File: src/rtl/scsi_pacer_pkg.sv
package scsi_pacer_pkg;

  localparam int CNT_W           = 4;
  localparam int FAST_MAX_PERIOD = 25;
  localparam int FAST_SETUP      = 3;
  localparam int FAST_WIDTH      = 5;
  localparam int SLOW_SETUP      = 6;
  localparam int SLOW_WIDTH      = 12;
  localparam int FIXED_OVERHEAD  = 3;
  localparam int RECOVER_MAX     = 15;

  typedef enum logic [1:0] {
    PH_IDLE    = 2'd0,
    PH_SETUP   = 2'd1,
    PH_ASSERT  = 2'd2,
    PH_RECOVER = 2'd3
  } phase_t;

  typedef struct packed {
    logic [CNT_W-1:0] setup;
    logic [CNT_W-1:0] width;
    logic [CNT_W-1:0] recover;
  } req_timing_t;

  // Period is in 4 ns units, the clock is 8 ns.
  function automatic req_timing_t derive_timing(input int period);
    req_timing_t t;
    int budget;
    int rec;
    budget = (period * 4) / 8;
    if (period <= FAST_MAX_PERIOD) begin
      t.setup = CNT_W'(FAST_SETUP);
      t.width = CNT_W'(FAST_WIDTH);
      rec     = budget - FAST_SETUP - FAST_WIDTH - FIXED_OVERHEAD;
    end else begin
      t.setup = CNT_W'(SLOW_SETUP);
      t.width = CNT_W'(SLOW_WIDTH);
      rec     = budget - SLOW_SETUP - SLOW_WIDTH - FIXED_OVERHEAD;
    end
    if (rec < 0)           rec = 0;
    if (rec > RECOVER_MAX) rec = RECOVER_MAX;
    t.recover = CNT_W'(rec);
    return t;
  endfunction

endpackage

File: src/rtl/scsi_pacer_timing.sv
module scsi_pacer_timing
  import scsi_pacer_pkg::*;
#(
  parameter int OFS_W = 5,
  parameter int PER_W = 8
) (
  input  logic             clk,
  input  logic             rst,
  input  logic             load,
  input  logic [OFS_W-1:0] cfg_offset,
  input  logic [PER_W-1:0] cfg_period,
  output logic [OFS_W-1:0] offset_q,
  output req_timing_t      timing_q
);

  always_ff @(posedge clk) begin
    if (rst) begin
      offset_q <= '0;
      timing_q <= '0;
    end else if (load) begin
      offset_q <= cfg_offset;
      timing_q <= derive_timing(int'(cfg_period));
    end
  end

  // once an offset is applied the strobe width is one of the two profiles
  a_r5_width_profile: assert property (@(posedge clk) disable iff (rst)
    (offset_q != '0) |-> (timing_q.width == CNT_W'(FAST_WIDTH) || timing_q.width == CNT_W'(SLOW_WIDTH)));

endmodule

File: src/rtl/scsi_pacer_credit.sv
module scsi_pacer_credit #(
  parameter int OFS_W = 5
) (
  input  logic             clk,
  input  logic             rst,
  input  logic             ack_pin,
  input  logic             load,
  input  logic [OFS_W-1:0] load_value,
  input  logic [OFS_W-1:0] offset_q,
  input  logic             take,
  output logic [OFS_W-1:0] credit,
  output logic             ack_level
);

  logic sync1, sync2, sync3;
  logic ack_rise, give;

  assign ack_rise  = sync2 & ~sync3;
  assign give      = ack_rise && (credit < offset_q);
  assign ack_level = sync2;

  always_ff @(posedge clk) begin
    if (rst) begin
      sync1 <= 1'b0;
      sync2 <= 1'b0;
      sync3 <= 1'b0;
    end else begin
      sync1 <= ack_pin;
      sync2 <= sync1;
      sync3 <= sync2;
    end
  end

  always_ff @(posedge clk) begin
    if (rst) begin
      credit <= '0;
    end else if (load) begin
      credit <= load_value;
    end else begin
      case ({take, give})
        2'b10:   credit <= credit - OFS_W'(1);
        2'b01:   credit <= credit + OFS_W'(1);
        default: credit <= credit;
      endcase
    end
  end

  // credits never exceed the applied offset
  a_r3_credit_bound: assert property (@(posedge clk) disable iff (rst)
    credit <= offset_q);

  // without a strobe or reload, credit only stays or grows by one
  a_r7_single_return: assert property (@(posedge clk) disable iff (rst)
    (!load && !take) |=> (credit == $past(credit) || credit == $past(credit) + OFS_W'(1)));

endmodule

File: src/rtl/scsi_pacer_fsm.sv
module scsi_pacer_fsm
  import scsi_pacer_pkg::*;
#(
  parameter int DATA_W = 9
) (
  input  logic              clk,
  input  logic              rst,
  input  logic              in_valid,
  input  logic [DATA_W-1:0] in_data,
  input  logic              credit_avail,
  input  req_timing_t       timing,
  output logic              in_ready,
  output logic [DATA_W-1:0] bus_data,
  output logic              bus_req,
  output logic              take,
  output logic              idle
);

  phase_t           phase;
  logic [CNT_W-1:0] cnt;
  logic             accept;

  assign idle     = (phase == PH_IDLE);
  assign in_ready = idle && credit_avail;
  assign accept   = in_ready && in_valid;
  assign take     = (phase == PH_SETUP) && (cnt == '0);

  always_ff @(posedge clk) begin
    if (rst) begin
      phase    <= PH_IDLE;
      cnt      <= '0;
      bus_data <= '0;
      bus_req  <= 1'b0;
    end else begin
      case (phase)
        PH_IDLE: begin
          if (accept) begin
            bus_data <= in_data;
            cnt      <= timing.setup - CNT_W'(1);
            phase    <= PH_SETUP;
          end
        end
        PH_SETUP: begin
          if (cnt == '0) begin
            bus_req <= 1'b1;
            cnt     <= timing.width - CNT_W'(1);
            phase   <= PH_ASSERT;
          end else begin
            cnt <= cnt - CNT_W'(1);
          end
        end
        PH_ASSERT: begin
          if (cnt == '0) begin
            bus_req <= 1'b0;
            if (timing.recover == '0) begin
              phase <= PH_IDLE;
            end else begin
              cnt   <= timing.recover - CNT_W'(1);
              phase <= PH_RECOVER;
            end
          end else begin
            cnt <= cnt - CNT_W'(1);
          end
        end
        default: begin
          if (cnt == '0) phase <= PH_IDLE;
          else           cnt   <= cnt - CNT_W'(1);
        end
      endcase
    end
  end

  // bus data holds while a byte is in flight
  a_r10_data_stable: assert property (@(posedge clk) disable iff (rst)
    (phase != PH_IDLE && $past(phase) != PH_IDLE) |-> $stable(bus_data));

  // a strobe starts only when a credit was available
  a_r3_req_needs_credit: assert property (@(posedge clk) disable iff (rst)
    $rose(bus_req) |-> $past(credit_avail));

  // the strobe is never high while idle
  a_r4_req_off_when_idle: assert property (@(posedge clk) disable iff (rst)
    idle |-> !bus_req);

endmodule

File: src/rtl/scsi_sync_pacer.sv
module scsi_sync_pacer
  import scsi_pacer_pkg::*;
#(
  parameter int OFS_W  = 5,
  parameter int PER_W  = 8,
  parameter int DATA_W = 9
) (
  input  logic              clk,
  input  logic              rst,
  input  logic [OFS_W-1:0]  cfg_offset,
  input  logic [PER_W-1:0]  cfg_period,
  input  logic              in_valid,
  input  logic [DATA_W-1:0] in_data,
  output logic              in_ready,
  input  logic              ack_in,
  output logic [DATA_W-1:0] bus_data,
  output logic              bus_req,
  output logic              done
);

  logic [OFS_W-1:0] offset_q;
  logic [OFS_W-1:0] credit;
  req_timing_t      timing_q;
  logic             fsm_idle, take, ack_level, credit_full, cfg_load;

  assign credit_full = (credit == offset_q);
  assign cfg_load    = fsm_idle && credit_full && !(in_valid && in_ready);

  scsi_pacer_timing #(.OFS_W(OFS_W), .PER_W(PER_W)) u_timing (
    .clk        (clk),
    .rst        (rst),
    .load       (cfg_load),
    .cfg_offset (cfg_offset),
    .cfg_period (cfg_period),
    .offset_q   (offset_q),
    .timing_q   (timing_q)
  );

  scsi_pacer_credit #(.OFS_W(OFS_W)) u_credit (
    .clk        (clk),
    .rst        (rst),
    .ack_pin    (ack_in),
    .load       (cfg_load),
    .load_value (cfg_offset),
    .offset_q   (offset_q),
    .take       (take),
    .credit     (credit),
    .ack_level  (ack_level)
  );

  scsi_pacer_fsm #(.DATA_W(DATA_W)) u_fsm (
    .clk          (clk),
    .rst          (rst),
    .in_valid     (in_valid),
    .in_data      (in_data),
    .credit_avail (credit != '0),
    .timing       (timing_q),
    .in_ready     (in_ready),
    .bus_data     (bus_data),
    .bus_req      (bus_req),
    .take         (take),
    .idle         (fsm_idle)
  );

  always_ff @(posedge clk) begin
    if (rst) done <= 1'b0;
    else     done <= fsm_idle && !in_valid && credit_full && !ack_level;
  end

  // applied configuration changes only when idle and fully acknowledged
  a_r9_cfg_only_idle: assert property (@(posedge clk) disable iff (rst)
    !(fsm_idle && credit_full) |=> $stable(offset_q));

  // zero offset keeps the bus silent
  a_r2_async_silent: assert property (@(posedge clk) disable iff (rst)
    (offset_q == '0) |-> (!bus_req && !in_ready));

  // done never coexists with an active strobe
  a_r8_done_quiet: assert property (@(posedge clk) disable iff (rst)
    done |-> !bus_req);

endmodule

File: config.mk
export PLATFORM = sky130hd
export DESIGN_NAME = scsi_sync_pacer
export DESIGN_NICKNAME = d
export VERILOG_FILES = /design/src/rtl/scsi_pacer_pkg.sv /design/src/rtl/scsi_pacer_timing.sv /design/src/rtl/scsi_pacer_credit.sv /design/src/rtl/scsi_pacer_fsm.sv /design/src/rtl/scsi_sync_pacer.sv
export SDC_FILE = /design/constraint.sdc
export NUM_CORES = 1
export LEC_CHECK = 0
export BUFFER_PORTS_ARGS = -buffer_cell sky130_fd_sc_hd__clkbuf_2
export CAP_MARGIN = 0
export CELL_PAD_IN_SITES_DETAIL_PLACEMENT = 1
export CELL_PAD_IN_SITES_GLOBAL_PLACEMENT = 1
export CORE_ASPECT_RATIO = 1.4
export CORE_UTILIZATION = 44
export DETAILED_ROUTE_END_ITERATION = 10
export PLACE_DENSITY_LB_ADDON = 0.1
export SYNTH_ARGS = -nofsm -noshare
export SYNTH_HDL_FRONTEND = slang
export SYNTH_HIERARCHICAL = 1
export SYNTH_SLANG_ARGS = --single-unit
File: constraint.sdc
create_clock -name clk -period 6 [get_ports clk]
set_input_delay 0.6 -clock clk [delete_from_list [all_inputs] [get_ports clk]]
set_output_delay 0.6 -clock clk [all_outputs]
set_load 0.02 [all_outputs]
== After elaboration in Yosys (flattened, before gate mapping) ==
Index checks and enable logic that the tools add are counted.
Word-level totals
  flip-flop bits (word level): 42
  input port bits: 26
  output and inout port bits: 12
  word-level logic and storage cells: 89
Cells by class
  add/sub/neg operators: 12
  order comparisons: 4
  eq/ne operators: 10
  multiplexer cells: 25
  bitwise operators: 2
  reductions and logical operators: 23
Operator list (count)
  $mux W32: 6
  $sub A32 B3 Y32 const B: 2
  $gt A32 B5 Y1 const B: 1
  $lt A32 B1 Y1 const B: 1
  $sub A32 B4 Y32 const B: 1
  $sub A32 B5 Y32 const B: 1
  $mux W4: 6
  $sub A4 B1 Y4 const B: 4
  $pmux W4 S3: 1
  $mux W2: 5
  $pmux W5 S2: 1
  $logic_and A1 B1 Y1: 9
  $le A8 B5 Y1 const B: 1
  $logic_not A4 Y1: 2
  $sub A7 B2 Y8 const B: 1
  $sub A7 B3 Y8 const B: 1
  $mux W7: 1
  $pmux W2 S3: 1
  $reduce_and A3 Y1: 2
  $add A5 B1 Y5 const B: 1
  $eq A5 B5 Y1: 1
  $lt A5 B5 Y1: 1
  $mux W5: 1
  $reduce_bool A5 Y1: 1
  17 further kinds: 24

== Logic depth before layout (Yosys ltp) ==
  word-level depth: 13
  depth in mapped cells: 14
  mapped depth without buffers: 14

== Hierarchy ==
Netlist, hierarchy kept.
Modules (own cells, without submodules)
  scsi_pacer_timing: instances 1, cells each 143, area an instance 1156.1 um^2, seq. area each 240.2 um^2
  scsi_pacer_fsm: instances 1, cells each 139, area an instance 1072.3 um^2, seq. area each 320.3 um^2
  scsi_pacer_credit: instances 1, cells each 75, area an instance 650.6 um^2, seq. area each 160.2 um^2
  scsi_sync_pacer: instances 1, cells each 18, area an instance 143.9 um^2, seq. area each 20.0 um^2

== Least setup slack after synthesis ==
No wires, ideal clock.
  path kind: input -> register
  from: input port cfg_period[3]
  to: register u_timing/timing_q[3] (netlist name)
  library setup time: 0.138 ns
  arrival: 2.492 ns
  required time: 5.862 ns
  slack: 3.371 ns
  cell stages on the path: 12
  path buffers: 1
  cells stage by stage: buf_2 > inv_1 > ha_1 > a21oi_1 > xnor2_1 > ha_1 > inv_1 > a31oi_1 > o22ai_1 > a32o_2 > nor3_2 > a311oi_1
On the way
  word-level cells in the longest chain between the ends: 12
  elaborated cells between the ends (all ways): 16
  those cells by class: add/sub (6); order compare (3); mux (7)
Ends and longest elaborated chain
  start, declared: line scsi_sync_pacer.sv:11  | input logic [PER_W-1:0] cfg_period,
  $sub A7 B3 Y8 or $sub A7 B2 Y8 (tied branches): line scsi_pacer_pkg.sv:38, scsi_pacer_pkg.sv:34
  $sub A32 B5 Y32 or $sub A32 B4 Y32 (tied branches): line scsi_pacer_pkg.sv:38, scsi_pacer_pkg.sv:34
  $sub A32 B3 Y32, on equally long branches: line scsi_pacer_pkg.sv:38, scsi_pacer_pkg.sv:34
  $mux W32 *: line scsi_pacer_pkg.sv:31  | if (period <= FAST_MAX_PERIOD) begin
  $mux W32 *: line scsi_pacer_timing.sv:20  | end else if (load) begin
  $mux W32 *: line scsi_pacer_timing.sv:17  | if (rst) begin
  $lt A32 B1 Y1: line scsi_pacer_pkg.sv:40  | if (rec < 0) rec = 0;
  $mux W32 *: line scsi_pacer_pkg.sv:40
  $mux W32 *: line scsi_pacer_timing.sv:20
  $mux W32 *: line scsi_pacer_timing.sv:17
  $gt A32 B5 Y1: line scsi_pacer_pkg.sv:41  | if (rec > RECOVER_MAX) rec = RECOVER_MAX;
  $mux W4 *: line scsi_pacer_pkg.sv:41
Mark *: on every way between the ends. The rest lies on a longest branch, timed or not. The select of a mux whose other input is x is not followed.
A chain may end at the register's enable or synchronous reset.

== Final worst setup path ==
  from: register u_fsm.cnt[0]
  to: register u_credit.credit[4]
On the way
  word-level cells in the longest chain between the ends: 5
  elaborated cells between the ends (all ways): 7
  those cells by class: eq/ne (2); mux (2); reduce/logical (3)
Ends and longest elaborated chain
  start, declared: line scsi_pacer_fsm.sv:20  | logic [CNT_W-1:0] cnt;
  start signal, assigned: line scsi_pacer_fsm.sv:39  | cnt <= timing.setup - CNT_W'(1);
  start signal, assigned: line scsi_pacer_fsm.sv:46  | cnt <= timing.width - CNT_W'(1);
  start signal, assigned: line scsi_pacer_fsm.sv:49  | cnt <= cnt - CNT_W'(1);
  $logic_not A4 Y1 *: line scsi_pacer_fsm.sv:26  | assign take = (phase == PH_SETUP) && (cnt == '0);
  $logic_and A1 B1 Y1 *: line scsi_pacer_fsm.sv:26
  via take: line scsi_sync_pacer.sv:24  | logic fsm_idle, take, ack_level, credit_full, cfg_load;
  $eq A2 B1 Y1 or $eq A2 B2 Y1 (tied branches): line scsi_pacer_credit.sv:40  | case ({take, give})
  $pmux W5 S2: line scsi_pacer_credit.sv:40
  $mux W5: line scsi_pacer_credit.sv:37  | end else if (load) begin
  end signal, assigned: line scsi_pacer_credit.sv:38  | credit <= load_value;
  end signal, assigned: line scsi_pacer_credit.sv:41  | 2'b10: credit <= credit - OFS_W'(1);
  end signal, assigned: line scsi_pacer_credit.sv:42  | 2'b01: credit <= credit + OFS_W'(1);
  end, declared: line scsi_pacer_credit.sv:11  | output logic [OFS_W-1:0] credit,
The timed path passes the listed nets; every way through them passes the cells marked *.

==> summary.md <==
| Metric | Value |
|---|---|
| Max FO, Critical Path | 7 |
| Depth of the worst register-to-register path | 13 |
| Clock-pin slew on the worst setup and hold paths | 0.09 ns |
| Critical Path Stages | 13 |
| Antenna fix cells | 0 |
| Unrepaired setup endpoints after global routing | no |
| First-pass GRT wire length | between 10,000 and 15,000 µm |
| Starting density of the core | between 40% and 50% |
| Post-route clock period utilization | 50.1% |
| Clk Latency, worst-skew pair | 0.30 ns |
| Total power divided by cell area | 470 nW/µm² |
| Violation count after the first detailed-routing iteration | 53 |
| Internal Pwr Total | 0.826 mW |
| Worst clock skew on the final layout | 0.0138 ns |
| Drt first pass iters | 4 |
| Number of buffers inserted during clock tree synthesis | 5 |
| Die footprint | about 7200 µm² |
| Average via count per standard cell | 5.59 |
| Worst-margin pin slew | just under 0.9 ns |
| Synthesis-to-finish area growth | 9.64% |
| PnR Total Power | between 1.5 and 2 mW |
| Number of global-route vias before repair | 2,852 |
| Clock Sink Count | 37 |
| Initial antenna violation count | 0 |
| Slew HR | ~40% |
| Total of hold buffers inserted after clock tree synthesis | 0 |
| Switching power of the nets | 0.733 mW |
| Number of instances in the synthesized netlist | 375 |
| Total global routing track utilization | 22.4% |
| Maximum clock insertion buffer count | 2 |
| Max rail drop VDD | 0.241 mV |
| Wirelength per Cell | 15.4 µm |
| Number of cells on the worst hold path | 2 |
| Die height | 100 µm |
| Max-Cap Viols | 0 |
| Final antenna-violating net count | 0 |
| CTS tree | done |
| Post-synthesis sequential area ratio | 24.5% |
| Hold slack final | 0.459 ns |
| Highest-delay cell along the critical path | fa_1 |
| Average size of a mapped cell | approximately 8.1 µm² |
| Share of cells above drive strength 1 | between 10% and 20% |
| Cell family with most CP delay | simple AND/OR/NAND/NOR gates |
| Setup total negative slack | 0 ns |
| Commonest cells post-synth | nand2_1, dfxtp_1, inv_1, nor2_1, a21oi_1 |
| Worst path buffer plus inverter count | 3 |
| Share of Yosys cell area claimed by the top area cell type | between 20% and 30% |
| Primary flip-flop cell chosen by synthesis mapping | dfxtp_1 |
| Maximum clock frequency | 0.333 GHz |
| Worst-case setup margin in the final layout | around 3 ns |
| Part of the power in the clock network | 14.4% |
| Delay contributed by the slowest stage of the critical path | 0.40 ns |
| Library cell with the largest summed area after synthesis | dfxtp_1 |
| DR DRC count | 0 |
| Gates resized, CTS repair | 0 |
| Width of the die | approximately 72 µm |
| Synth warnings | 6 |
| Critical path's most frequent cell | inv_1 |
| Via count | 2,737 |
| Classification of the worst setup path | reg -> reg |
| Post-synth ARST share | 0% |
| Setup violations, final | 0 |
| Sequential share of power | a little over a quarter |
| Distinct cell type count of the synthesized netlist | 79 |
| Placer's final routability congestion estimate | 0.833 |
| Outcome | completed |
| Top area cells in the synthesized netlist | dfxtp_1, ha_1, nand2_1, inv_1, a21oi_1 |
| Maximum number of pins on one net before global-route repair | 45 |
| Net switching share of the total power | 47.0% |
| Dpl cell area | 3200 µm² |
| Period minus WS final | 3.01 ns |
| Flip-flop and latch count after synthesis | 37 |
| Most numerous cell in the Yosys netlist | nand2_1 |
| Leak | approximately 1.4 nW |
| Total setup buffers inserted after CTS | 0 |
| Final hold violations | 0 |
| Number of max-slew violations in the final report | 0 |
| Count of boundary I/O pins | 38 |
| Core footprint | about 6600 µm² |
| Type of the worst min-delay path | reg -> reg |
| Count of input and output buffers | 37 |
| Total wire length after detailed routing | around 7600 µm |
| Startpoint class of the critical path | flop |
| Number of enable-type register cells in the synthesized netlist | 0 |
| Finished layout cell area | approximately 3300 µm² |
| H-tree levels | 2 |
| Place WS | between 2 and 3 ns |
| Post-DP HPWL | around 5700 µm |
| Row cnt | 35 |
| NumNets Final | between 400 and 500 |
| Clk Tree Root Cell | clkbuf_8 |
| Cell breakdown of the critical path | inv_1 > ha_1 > nor4b_4 > nand2_1 > inv_1 > and3b_1 > o21ai_4 > inv_2 > fa_1 > nand2b_1 > o2bb2ai_1 > o221ai_1 > o2111ai_1 |
| Required time of the worst setup path | about 6.2 ns |
| Kind of end point of the critical path | flop |
| Arrival time at the worst endpoint | 3.16 ns |
| Combinational Power Share | 58.4% |
| Cell area after synthesis | around 3000 µm² |
| Total global routing overflow | 0 |
[registers in the layout (all words and copies together), names as in the netlist]
signal	cells
done	1
u_credit/sync1	1
u_timing/offset_q	5
u_credit/credit	5
u_fsm/phase	2
u_fsm/bus_req	1
u_timing/timing_q	7
u_credit/sync3	1
u_fsm/cnt	4
u_fsm/bus_data	9
u_credit/ack_level	1
[final cells by class]
type,count,area [µm²]
timing repair buffer,38,193
tap,92,115
fill,821,3300
clock inverter,3,46.3
sequential,37,741
multi-input combinational,284,2030
inverter,31,116
clock buffer,5,68.8
[metal layers]
metal / share of wire [%] / routed length, µm / track usage [%] / up-vias
met5: 0 / 0 / 0 / -
met4: 1.8 / 138 / 9.20 / 0
met3: 1.9 / 145 / 3.41 / 11
met2: 53 / 4040 / 40.9 / 30
met1: 43 / 3250 / 25.5 / 1311
li1: - / - / - / 1385
[path summary, 6_finish.rpt]
check                     from                  to  slack (ns)
max               u_fsm/cnt[0]  u_credit/credit[4]        2.99
min          u_fsm/bus_data[5]   u_fsm/bus_data[5]        0.46
max reg2reg       u_fsm/cnt[0]  u_credit/credit[4]        2.99
min reg2reg  u_fsm/bus_data[5]   u_fsm/bus_data[5]        0.46
[tightest hold or removal path, cell delays in order (launching register included)]
cell,delay [ns]
dfxtp_1,0.31
nand2_1,0.05
a21oi_1,0.05
[power by group through the flow]
stage	sequential (mW)	clock [mW]	combinational, mW
6_report	0.425	0.225	0.910
5_1_grt	0.438	0.243	1.01
4_1_cts	0.425	0.231	0.916
3_5_place_dp	0.431	0	0.905
3_3_place_gp	0.426	0	0.889
2_1_floorplan	0.400	0	0.724
[layout by cell type (no fill, tap or decap), types with 6 or more instances in the layout]
| cell type | n |
|---|---|
| nand2_1 | 44 |
| dfxtp_1 | 37 |
| clkbuf_2 | 37 |
| inv_1 | 30 |
| nor2_1 | 23 |
| a21oi_1 | 22 |
| ha_1 | 19 |
| nor3_1 | 14 |
| xnor2_1 | 11 |
| nand3_1 | 9 |
| xor2_1 | 9 |
| nand2b_1 | 7 |
| a311oi_1 | 7 |
| a31oi_1 | 7 |
| mux2i_1 | 7 |
| nor2b_1 | 6 |
| o21ai_0 | 6 |
[kinds of logic (layout without fill, tap and decap cells)]
group / count (synthesis) / count (layout) / synth area share (%)
adder cells (fa/ha/maj): 21 / 21 / 8.90
flip-flops: 37 / 37 / 24.5
AND/OR/NAND/NOR: 139 / 139 / 25.0
AO/OA/AOI/OAI: 95 / 95 / 24.7
XOR/XNOR: 20 / 20 / 5.79
buffers and inverters: 55 / 77 / 8.73
other: 1 / 2 / 0.124
multiplexers: 7 / 7 / 2.32
[through the flow]
stage	std cells	utilization [%]
final	490	50.1
after global routing	490	50.1
after CTS	490	50.1
after detailed placement	482	48.4
after global placement	482	48.4
after floorplan	376	-
Power figures use the tool's default switching activity.
